File: src/rtl/gpio_pkg.sv
package gpio_pkg;
    localparam int unsigned ADDR_W = 2;
    // Address 0 is shared: writes land in the direction bits, reads see pins.
    localparam logic [ADDR_W-1:0] ADR_DIR_PIN = 2'd0;
    localparam logic [ADDR_W-1:0] ADR_ODR     = 2'd1;
endpackage

File: src/rtl/gpio_sync.sv
module gpio_sync #(
    parameter int unsigned WIDTH  = 8,
    parameter int unsigned STAGES = 2
) (
    input  logic             clk_i,
    input  logic             rst_ni,
    input  logic [WIDTH-1:0] async_i,
    output logic [WIDTH-1:0] sync_o
);
    logic [STAGES-1:0][WIDTH-1:0] stg_d, stg_q;

    always_comb begin
        stg_d[0] = async_i;
        for (int s = 1; s < STAGES; s++) begin
            stg_d[s] = stg_q[s-1];
        end
    end

    always_ff @(posedge clk_i or negedge rst_ni) begin
        if (!rst_ni) stg_q <= '0;
        else         stg_q <= stg_d;
    end

    assign sync_o = stg_q[STAGES-1];
endmodule

File: src/rtl/gpio_regs.sv
module gpio_regs
    import gpio_pkg::*;
#(
    parameter int unsigned WIDTH = 8
) (
    input  logic              clk_i,
    input  logic              rst_ni,
    input  logic [ADDR_W-1:0] addr_i,
    input  logic              we_i,
    input  logic [WIDTH-1:0]  wdata_i,
    input  logic              re_i,
    input  logic [WIDTH-1:0]  pin_sync_i,
    output logic [WIDTH-1:0]  rdata_o,
    output logic [WIDTH-1:0]  dir_o,
    output logic [WIDTH-1:0]  odr_o
);
    typedef struct packed {
        logic [WIDTH-1:0] dir;
        logic [WIDTH-1:0] odr;
    } regs_t;

    regs_t regs_d, regs_q;

    always_comb begin
        regs_d = regs_q;
        if (we_i) begin
            case (addr_i)
                ADR_DIR_PIN: regs_d.dir = wdata_i;
                ADR_ODR:     regs_d.odr = wdata_i;
                default:     ;
            endcase
        end
    end

    always_ff @(posedge clk_i or negedge rst_ni) begin
        if (!rst_ni) regs_q <= '0;
        else         regs_q <= regs_d;
    end

    // Direction bits are never visible on the read path.
    always_comb begin
        rdata_o = '0;
        if (re_i) begin
            case (addr_i)
                ADR_DIR_PIN: rdata_o = pin_sync_i;
                ADR_ODR:     rdata_o = regs_q.odr;
                default:     rdata_o = '0;
            endcase
        end
    end

    assign dir_o = regs_q.dir;
    assign odr_o = regs_q.odr;
endmodule

File: src/rtl/gpio_pad_mux.sv
module gpio_pad_mux #(
    parameter int unsigned WIDTH   = 8,
    parameter int unsigned ALT_LSB = 2,
    localparam int unsigned ALT_W  = WIDTH - ALT_LSB
) (
    input  logic [WIDTH-1:0] dir_i,
    input  logic [WIDTH-1:0] odr_i,
    input  logic             alt_en_i,
    input  logic [ALT_W-1:0] per_out_i,
    input  logic [ALT_W-1:0] per_oe_i,
    output logic [WIDTH-1:0] pad_out_o,
    output logic [WIDTH-1:0] pad_oe_o
);
    for (genvar i = 0; i < WIDTH; i++) begin : g_pin
        if (i >= ALT_LSB) begin : g_shared
            assign pad_oe_o[i]  = alt_en_i ? per_oe_i[i-ALT_LSB]  : dir_i[i];
            assign pad_out_o[i] = alt_en_i ? per_out_i[i-ALT_LSB] : odr_i[i];
        end else begin : g_own
            assign pad_oe_o[i]  = dir_i[i];
            assign pad_out_o[i] = odr_i[i];
        end
    end
endmodule

File: src/rtl/gpio_port.sv
module gpio_port
    import gpio_pkg::*;
#(
    parameter int unsigned WIDTH       = 8,
    parameter int unsigned ALT_LSB     = 2,
    parameter int unsigned SYNC_STAGES = 2,
    localparam int unsigned ALT_W      = WIDTH - ALT_LSB
) (
    input  logic              clk_i,
    input  logic              rst_ni,
    input  logic [ADDR_W-1:0] bus_addr_i,
    input  logic              bus_we_i,
    input  logic [WIDTH-1:0]  bus_wdata_i,
    input  logic              bus_re_i,
    output logic [WIDTH-1:0]  bus_rdata_o,
    input  logic [WIDTH-1:0]  pad_in_i,
    output logic [WIDTH-1:0]  pad_out_o,
    output logic [WIDTH-1:0]  pad_oe_o,
    input  logic              alt_en_i,
    input  logic [ALT_W-1:0]  per_out_i,
    input  logic [ALT_W-1:0]  per_oe_i,
    output logic [ALT_W-1:0]  per_in_o
);
    logic [WIDTH-1:0] pin_sync;
    logic [WIDTH-1:0] dir_q;
    logic [WIDTH-1:0] odr_q;

    gpio_sync #(.WIDTH(WIDTH), .STAGES(SYNC_STAGES)) sync_i (
        .clk_i   (clk_i),
        .rst_ni  (rst_ni),
        .async_i (pad_in_i),
        .sync_o  (pin_sync)
    );

    gpio_regs #(.WIDTH(WIDTH)) regs_i (
        .clk_i      (clk_i),
        .rst_ni     (rst_ni),
        .addr_i     (bus_addr_i),
        .we_i       (bus_we_i),
        .wdata_i    (bus_wdata_i),
        .re_i       (bus_re_i),
        .pin_sync_i (pin_sync),
        .rdata_o    (bus_rdata_o),
        .dir_o      (dir_q),
        .odr_o      (odr_q)
    );

    gpio_pad_mux #(.WIDTH(WIDTH), .ALT_LSB(ALT_LSB)) mux_i (
        .dir_i     (dir_q),
        .odr_i     (odr_q),
        .alt_en_i  (alt_en_i),
        .per_out_i (per_out_i),
        .per_oe_i  (per_oe_i),
        .pad_out_o (pad_out_o),
        .pad_oe_o  (pad_oe_o)
    );

    assign per_in_o = pin_sync[WIDTH-1:ALT_LSB];
endmodule

File: config.mk
export PLATFORM = sky130hd
export DESIGN_NAME = gpio_port
export DESIGN_NICKNAME = d
export VERILOG_FILES = /design/src/rtl/gpio_pkg.sv /design/src/rtl/gpio_sync.sv /design/src/rtl/gpio_regs.sv /design/src/rtl/gpio_pad_mux.sv /design/src/rtl/gpio_port.sv
export SDC_FILE = /design/constraint.sdc
export NUM_CORES = 1
export LEC_CHECK = 0
export BUFFER_PORTS_ARGS = -buffer_cell sky130_fd_sc_hd__buf_2
export CELL_PAD_IN_SITES_DETAIL_PLACEMENT = 2
export CELL_PAD_IN_SITES_GLOBAL_PLACEMENT = 2
export CORE_MARGIN = 1
export CORE_UTILIZATION = 29
export CTS_BUF_LIST = sky130_fd_sc_hd__clkbuf_16
export CTS_CLUSTER_DIAMETER = 40
export DETAILED_ROUTE_END_ITERATION = 12
export PLACE_DENSITY_LB_ADDON = 0.1
export SLEW_MARGIN = 20
export SYNTH_ARGS = -nofsm -noshare
export SYNTH_HDL_FRONTEND = slang
export SYNTH_HIERARCHICAL = 1
export SYNTH_SLANG_ARGS = --single-unit
File: constraint.sdc
create_clock -name clk_i -period 0.95 [get_ports clk_i]
set_clock_uncertainty 0.05 [all_clocks]
set_input_delay 0 -clock clk_i [delete_from_list [all_inputs] [get_ports clk_i]]
set_output_delay 0 -clock clk_i [all_outputs]
set_load 0.005 [all_outputs]
* Word level (Yosys, flattened, before mapping) *
Index checks and enable logic that the tools add are counted.

word-level totals
  flip-flop bits (word level) = 32
  input port bits = 35
  output and inout bits = 30

operators by class
  equal/unequal tests = 1
  mux-type cells = 14
  reduce and logical (&&, ||, !) cells = 3

operators by type and width
  kind                                                             number
  8-bit case mux with 2 select lines                               1
  1-bit 2-to-1 mux                                                 12
  8-bit 2-to-1 mux                                                 1
  2-bit AND reduction                                              2
  2-bit by 1-bit == test with 1-bit output, second input constant  1
  2-bit logical NOT                                                1

* Depth between registers and ports, before layout *
Gate-level depths: netlist (run 1).

  depth after elaboration = 3
  gate-level depth with buffers = 3
  mapped depth without buffers = 2

* Cells and area by module *
The synthesis (run 1) kept the hierarchy.

by module, submodules not included
  module        instances  cells an instance  area an instance (um^2)
  gpio_regs     1          53                 742.0
  gpio_sync     1          16                 400.4
  gpio_pad_mux  1          17                 214.0

* Worst setup path after synthesis (run 1) *
Ideal clock, no wire load.

  path type = input to register
  start point = input port bus_addr_i[0]
  end point = register regs_i.regs_q[8] (netlist: regs_i/dir_o[0])
  library setup time = 125 ps
  arrival = 826 ps
  data required time = 775 ps
  slack = -51 ps
  stages on the path = 3
  cells stage by stage = buf_6 > nor3b_4 > mux2_2

between the ends
  cells in the longest elaborated chain, start to end = 2

ends and longest elaborated chain
  element                               RTL line         source
  start: declaration                    gpio_port.sv:11  input logic [ADDR_W-1:0] bus_addr_i,
  2-bit logical NOT                     gpio_regs.sv:27  case (addr_i)
  2-bit AND reduction (no source line)  n/a
  end signal: assignment                gpio_regs.sv:37  else regs_q <= regs_d;
  end: declaration                      gpio_regs.sv:22  regs_t regs_d, regs_q;

No other way between the ends.
A chain may end at the register's enable or synchronous reset.

* Worst setup path in the final report (run 1) *
  start point = register regs_i.regs_q[4] (netlist: regs_i/odr_o[4])
  end point = output port pad_out_o[4]

between the ends
  cells in the longest elaborated chain, start to end = 1

ends and longest elaborated chain
  element           RTL line            source
  1-bit 2-to-1 mux  gpio_pad_mux.sv:17  assign pad_out_o[i] = alt_en_i ? per_out_i[i-ALT_LSB] : odr_i[i];
  end: declaration  gpio_port.sv:17     output logic [WIDTH-1:0] pad_out_o,

No other way between the ends.

==> impl_metrics.toml, run 1 <==
[run_status]
status = "finished, violations left"
violations = "setup timing"

[routing]
drtIter0Drc = 7
drc = 0
viasPerCell = 4.46
wire_per_inst_um = 16.2
vias = 1018
dr.pass1.iters = 3
ant_nets = 0
routed_wl_um = 3690

[setup_path]
start_kind = "flop"
critPathKind = "reg -> out"
path_max_fanout = 3
worstPathArrival_ns = 1.09
critical_path_required_ns = 0.90
critPathSlowestCell = "dfrtp_1"
slowest_delay_ns = 0.40
cp-end-kind = "output port"
crit_chain = "mux2_4, buf_6"

[global_route]
grt_util_met2_pct = 28.4
use_met1_pct = 17.3
busiest_layer = "met2"
grt_start_max_net_pins = 18
grt_usage_pct = 16.1
antenna_found_initial = 0
grt_pass1_vias = 1135
gr-usage-met3_pct = 5.05
grt_pass1_wl_um = 5730
grt.overflow.total = 0

[timing]
worstMarginPinSlew_ns = 0.442
setup_viol = 20
final-max-slew-violation-count = 0
fin_crit_ns = 1.14
report.final.hold_viol_count = 0
finalCritPeriodShare_pct = 120
max_freq_mhz = 878
fin_tns_setup_ns = -2.89
setup_ws_ns = -0.189
rsz0062_at_grt = "yes"
max_slew_margin_pct = 70.6

[final_layout]
fillers = 430
seq_area_um2 = 801
final_area_mm2 = 0.00222
syn_to_final_growth_pct = 63.5
fin_util_pct = 50.2
multi_input_area_um2 = 514
n_antenna_cell = 0
nNetsFinal = 210
drive_gt1_share_pct = 61.4

[placed_design]
placedInstanceArea_mm2 = 0.00175
io_buffers = 64
gp_congestion = 0.683
dp_hpwl_um = 2530

[power]
swShare_pct = 22.2
power_frac_seq_pct = 38.1
finalPower_uw = 4290
p_clk_share_pct = 41.5
ir_drop_mv = 1.11
p_int_uw = 3340
p_comb_share_pct = 20.4
power.switching_uw = 951
power_density_mw_per_mm2 = 1940
cellLeakagePower_uw = 0.00111

[floorplanning]
num_io_pins = 65
core-area_mm2 = 0.00441
start_util_pct = 30.7
die-height_um = 70.4
die_area_mm2 = 0.00495
rows = 24
die_w_um = 70.4

[yosys]
syn_area_mm2 = 0.00136
syn_avg_cell_area_um2 = 15.8
yosysWarnings = 6
yosysSeqAreaShare_pct = 59.0
synth_cells = 86
yosysUniqueCellTypes = 11
synthesis.nets = 121
ys_ff_latch = 32

[clock_tree]
cts_tree = "yes"
clk_latency_ns = 0.28
clock_sinks = 32
clkSlewWorstSetupHoldPaths_ns = 0.05
htreeDepth = 2
cts_root_buf = "clkbuf_16"
ctsLongestPathBuffers = 2
numCtsBuffers = 5

[run]
cap_violations = 0

[worst_hold_path]
hold_path_class = "in -> async"
power by group through the flow:
stage                     Clock (uW)  Combinational [uW]  Sequential [uW]
after global placement             0                 620             1650
after global routing            1870                 952             1650
final                           1780                 877             1630
after CTS                       1850                 810             1630
after floorplan                    0                 388             1620
after detailed placement           0                 646             1660
per-layer routing:
metal / up-vias / share of wire (%)
li1: 467 / -
met1: 502 / 38
met2: 42 / 54
met3: 7 / 5.5
met4: 0 / 2.0
met5: - / 0
cell usage after synthesis:
cell type / number / area share, %
nand3b_2: 1 / 0.83
buf_4: 4 / 2.2
dfrtp_1: 32 / 59
nor3b_4: 1 / 1.4
mux2_2: 18 / 15
buf_6: 2 / 1.7
mux2i_1: 8 / 5.9
mux2_4: 10 / 11
nand2b_1: 1 / 0.46
clkbuf_1: 1 / 0.28
nor2_1: 8 / 2.2
placed cells by master (no fill, tap or decap):
cell type / instances
buf_4: 2
nand3b_2: 1
buf_12: 3
mux2i_1: 8
dfrtp_1: 32
mux2_4: 14
nor2_1: 8
dlygate4sd3_1: 17
bufinv_16: 1
mux2_2: 14
clkbuf_16: 5
clkinv_1: 2
buf_6: 15
buf_2: 52
nand2b_1: 1
nor3b_4: 1
area by class of cell:
type	instances	area share (%)
Sequential cell	32	36.1
Timing Repair Buffer	89	30.4
Multi-Input combinational cell	47	23.2
Clock buffer	5	5.64
Tap cell	52	2.93
Clock inverter	3	1.69
critical path, delay by kind of cell (launching register included):
family / cells / cell delay (ns)
muxes: 1 / 0.29
DFF: 1 / 0.40
buffers and inverters: 1 / 0.12
through the flow:
stage | hold slack [ns] | setup WS, ns | instances
final | 0.123 | -0.189 | 228
after global routing | 0.161 | -0.240 | 228
after CTS | 0.127 | -0.198 | 228
after detailed placement | -0.103 | -0.0749 | 199
after global placement | -0.102 | -0.0694 | 199
after floorplan | -0.346 | -0.0511 | 86
timing repair:
| action | CTS | global route |
|---|---|---|
| endpoints found under the setup margin | 20 | 23 |
| pin swaps | 0 | 2 |
| endpoints found under the hold margin | 56 | 0 |
| buffers inserted | 4 | 1 |
| hold buffers | 17 | 0 |
| resized for setup | 7 | 12 |
worst paths after layout:
check | slack, ns | to | start | cells after the start
hold reg to reg | 0.29 | sync_i/sync_o[1] | sync_i/stg_d[9] | 0
setup reg to reg | 0.01 | regs_i/dir_o[3] | regs_i/dir_o[3] | 2
max in group asynchronous | 0.30 | sync_i/stg_d[12] | rst_ni | 3
setup / recovery | -0.19 | pad_out_o[4] | regs_i/odr_o[4] | 2
min in group clk_i | 0.20 | regs_i/dir_o[6] | bus_addr_i[1] | 4
hold / removal | 0.12 | sync_i/stg_d[15] | rst_ni | 2
sequential cells by signal (all words and copies together), names as in the netlist:
register and count:
sync_i/sync_o 8, regs_i/dir_o 8, regs_i/odr_o 8, sync_i/stg_d 8
cell families (layout without fill, tap and decap cells):
kind of cell,Yosys count,after routing,share of synthesized area [%]
flops,32,32,59.0
buf+inv,7,97,4.15
mux,36,36,31.9
simple gates,11,11,4.89
Power figures use the tool's default switching activity.
==> run 2: changes to the inputs <==
--- a/config.mk
+++ b/config.mk
@@ -5,6 +5,7 @@
 export SDC_FILE = /design/constraint.sdc
 export NUM_CORES = 1
 export LEC_CHECK = 0
+export ABC_CLOCK_PERIOD_IN_PS = 1200
 export BUFFER_PORTS_ARGS = -buffer_cell sky130_fd_sc_hd__buf_2
 export CELL_PAD_IN_SITES_DETAIL_PLACEMENT = 2
 export CELL_PAD_IN_SITES_GLOBAL_PLACEMENT = 2
@@ -13,6 +14,7 @@
 export CTS_BUF_LIST = sky130_fd_sc_hd__clkbuf_16
 export CTS_CLUSTER_DIAMETER = 40
 export DETAILED_ROUTE_END_ITERATION = 12
+export GPL_TIMING_DRIVEN = 0
 export PLACE_DENSITY_LB_ADDON = 0.1
 export SLEW_MARGIN = 20
 export SYNTH_ARGS = -nofsm -noshare
==> constraint.sdc (replaced) <==
create_clock -name clk_i -period 1.2 [get_ports clk_i]
set_clock_uncertainty 0.05 [all_clocks]
set_input_delay 0 -clock clk_i [delete_from_list [all_inputs] [get_ports clk_i]]
set_output_delay 0 -clock clk_i [all_outputs]
set_load 0.005 [all_outputs]
==> impl_metrics.toml, run 2 (synthesis gave the netlist of run 1 again) <==
[setup_path]
critPathSlowestCell = "dfrtp_1"
crit_chain = "mux2_2, buf_2"
worstPathArrival_ns = 1.06
critical_path_required_ns = 1.15
reg2reg_from = "regs_i/odr_o[2]"
cp-end-kind = "output port"
critPathKind = "reg -> out"
reg2reg_slack_ns = 0.36
cp-startpoint = "regs_i/odr_o[2]"
start_kind = "flop"
slowest_delay_ns = 0.40
path_max_fanout = 3

[global_route]
grt_pass1_vias = 1115
grt_pass1_wl_um = 5640
grt_start_max_net_pins = 33
grt.overflow.total = 0
grt_usage_pct = 15.4
antenna_found_initial = 0

[final_layout]
fin_util_pct = 46.3
seq_area_um2 = 801
drive_gt1_share_pct = 59.8
mostFrequentLayoutCells = "63 x buf_2, 32 x dfrtp_1, 18 x mux2_2"
final_common_cell = "buf_2"
n_antenna_cell = 0
syn_to_final_growth_pct = 50.6
fillers = 454
multi_input_area_um2 = 499
nNetsFinal = 208

[run]
cap_violations = 0

[routing]
viasPerCell = 4.47
vias = 1011
drtIter0Drc = 9
wire_per_inst_um = 15.2
dr.pass1.iters = 3
ant_nets = 0
routed_wl_um = 3420
drc = 0

[clock_tree]
holdBufCountCts = 17
cts_root_buf = "clkbuf_16"
clkSlewWorstSetupHoldPaths_ns = 0.05
post_cts_resized = 0
clk_latency_ns = 0.27
clock_sinks = 32
numCtsBuffers = 5
ctsLongestPathBuffers = 2
cts_tree = "yes"
htreeDepth = 2
cts_setup_buffers = 0

[timing]
fin_tns_setup_ns = 0
final-max-slew-violation-count = 0
rsz0062_at_grt = "no"
worstMarginPinSlew_ns = 0.740
setup_viol = 0
max_slew_margin_pct = 50.6
finalCritPeriodShare_pct = 92.9
max_freq_mhz = 897
fin_crit_ns = 1.11
report.final.hold_viol_count = 0

[power]
p_comb_share_pct = 18.8
finalPower_uw = 2990
ir_drop_mv = 0.964
cellLeakagePower_uw = 0.00104
power.switching_uw = 674
p_int_uw = 2320
power_density_mw_per_mm2 = 1470
p_clk_share_pct = 38.2
swShare_pct = 22.5
power_frac_seq_pct = 43.0

[floorplanning]
core-area_mm2 = 0.00441
die_w_um = 70.4
die_area_mm2 = 0.00495
rows = 24
die-height_um = 70.4
start_util_pct = 30.7
num_io_pins = 65

[placed_design]
io_buffers = 63
gp_congestion = 0.645

[worst_hold_path]
hold_start = "bus_addr_i[1]"
hold_path_class = "in -> reg"

[run_status]
status = "finished clean"
[run 2: changes by cell type in the layout (fill, tap and decap cells not counted), sizes merged]
cell	previous run	this run
inv	0	2
bufinv	1	0
clkbuf	5	6
buf	72	69
clkinv	2	1
[run 2: power by group through the flow]
stage,Sequential [uW],Combinational [uW],Clock [uW]
after global placement,1300,507,0
final,1290,561,1140
after floorplan,1280,307,0
after detailed placement,1310,527,0
after CTS,1290,572,1200
after global routing,1310,619,1250
[run 2: layer usage]
layer	routed length (um)	track usage, %	vias to the layer above
met3	208	5.05	4
li1	-	-	468
met2	1870	28.1	41
met5	0	0	-
met1	1310	16.2	498
met4	31	6.00	0
[run 2: layout make-up]
cell class                      count  area share (%)
Buffer                              7            2.76
Clock inverter                      3           0.551
Multi-Input combinational cell     47            24.4
Timing Repair Buffer               80            23.8
Clock buffer                        5            6.12
Tap cell                           52            3.18
Sequential cell                    32            39.2
[run 2: final timing paths]
path                                          to  cells after the start
worst max-delay path                pad_out_o[2]                      2
worst max register to register   regs_i/odr_o[2]                      1
worst min register to register  sync_i/sync_o[1]                      0
max in group asynchronous       sync_i/sync_o[1]                      2
min in group asynchronous       sync_i/sync_o[3]                      2
worst min-delay path             regs_i/dir_o[6]                      3
[run 2: stage by stage]
stage	instance area, um^2	std cells	worst slack (ns)	hold slack [ns]
after floorplan	1360	86	0.199	-0.346
after CTS	2040	226	0.0724	0.156
after detailed placement	1740	201	-0.0707	0.0532
after global routing	2040	226	0.0351	0.177
after global placement	1740	201	-0.0222	0.0429
final	2040	226	0.0855	0.153
[run 2: worst max-delay path: cells and delay by family (launching register included)]
kind | cells | cell delay (ns)
flops | 1 | 0.40
mux | 1 | 0.27
buf+inv | 1 | 0.13
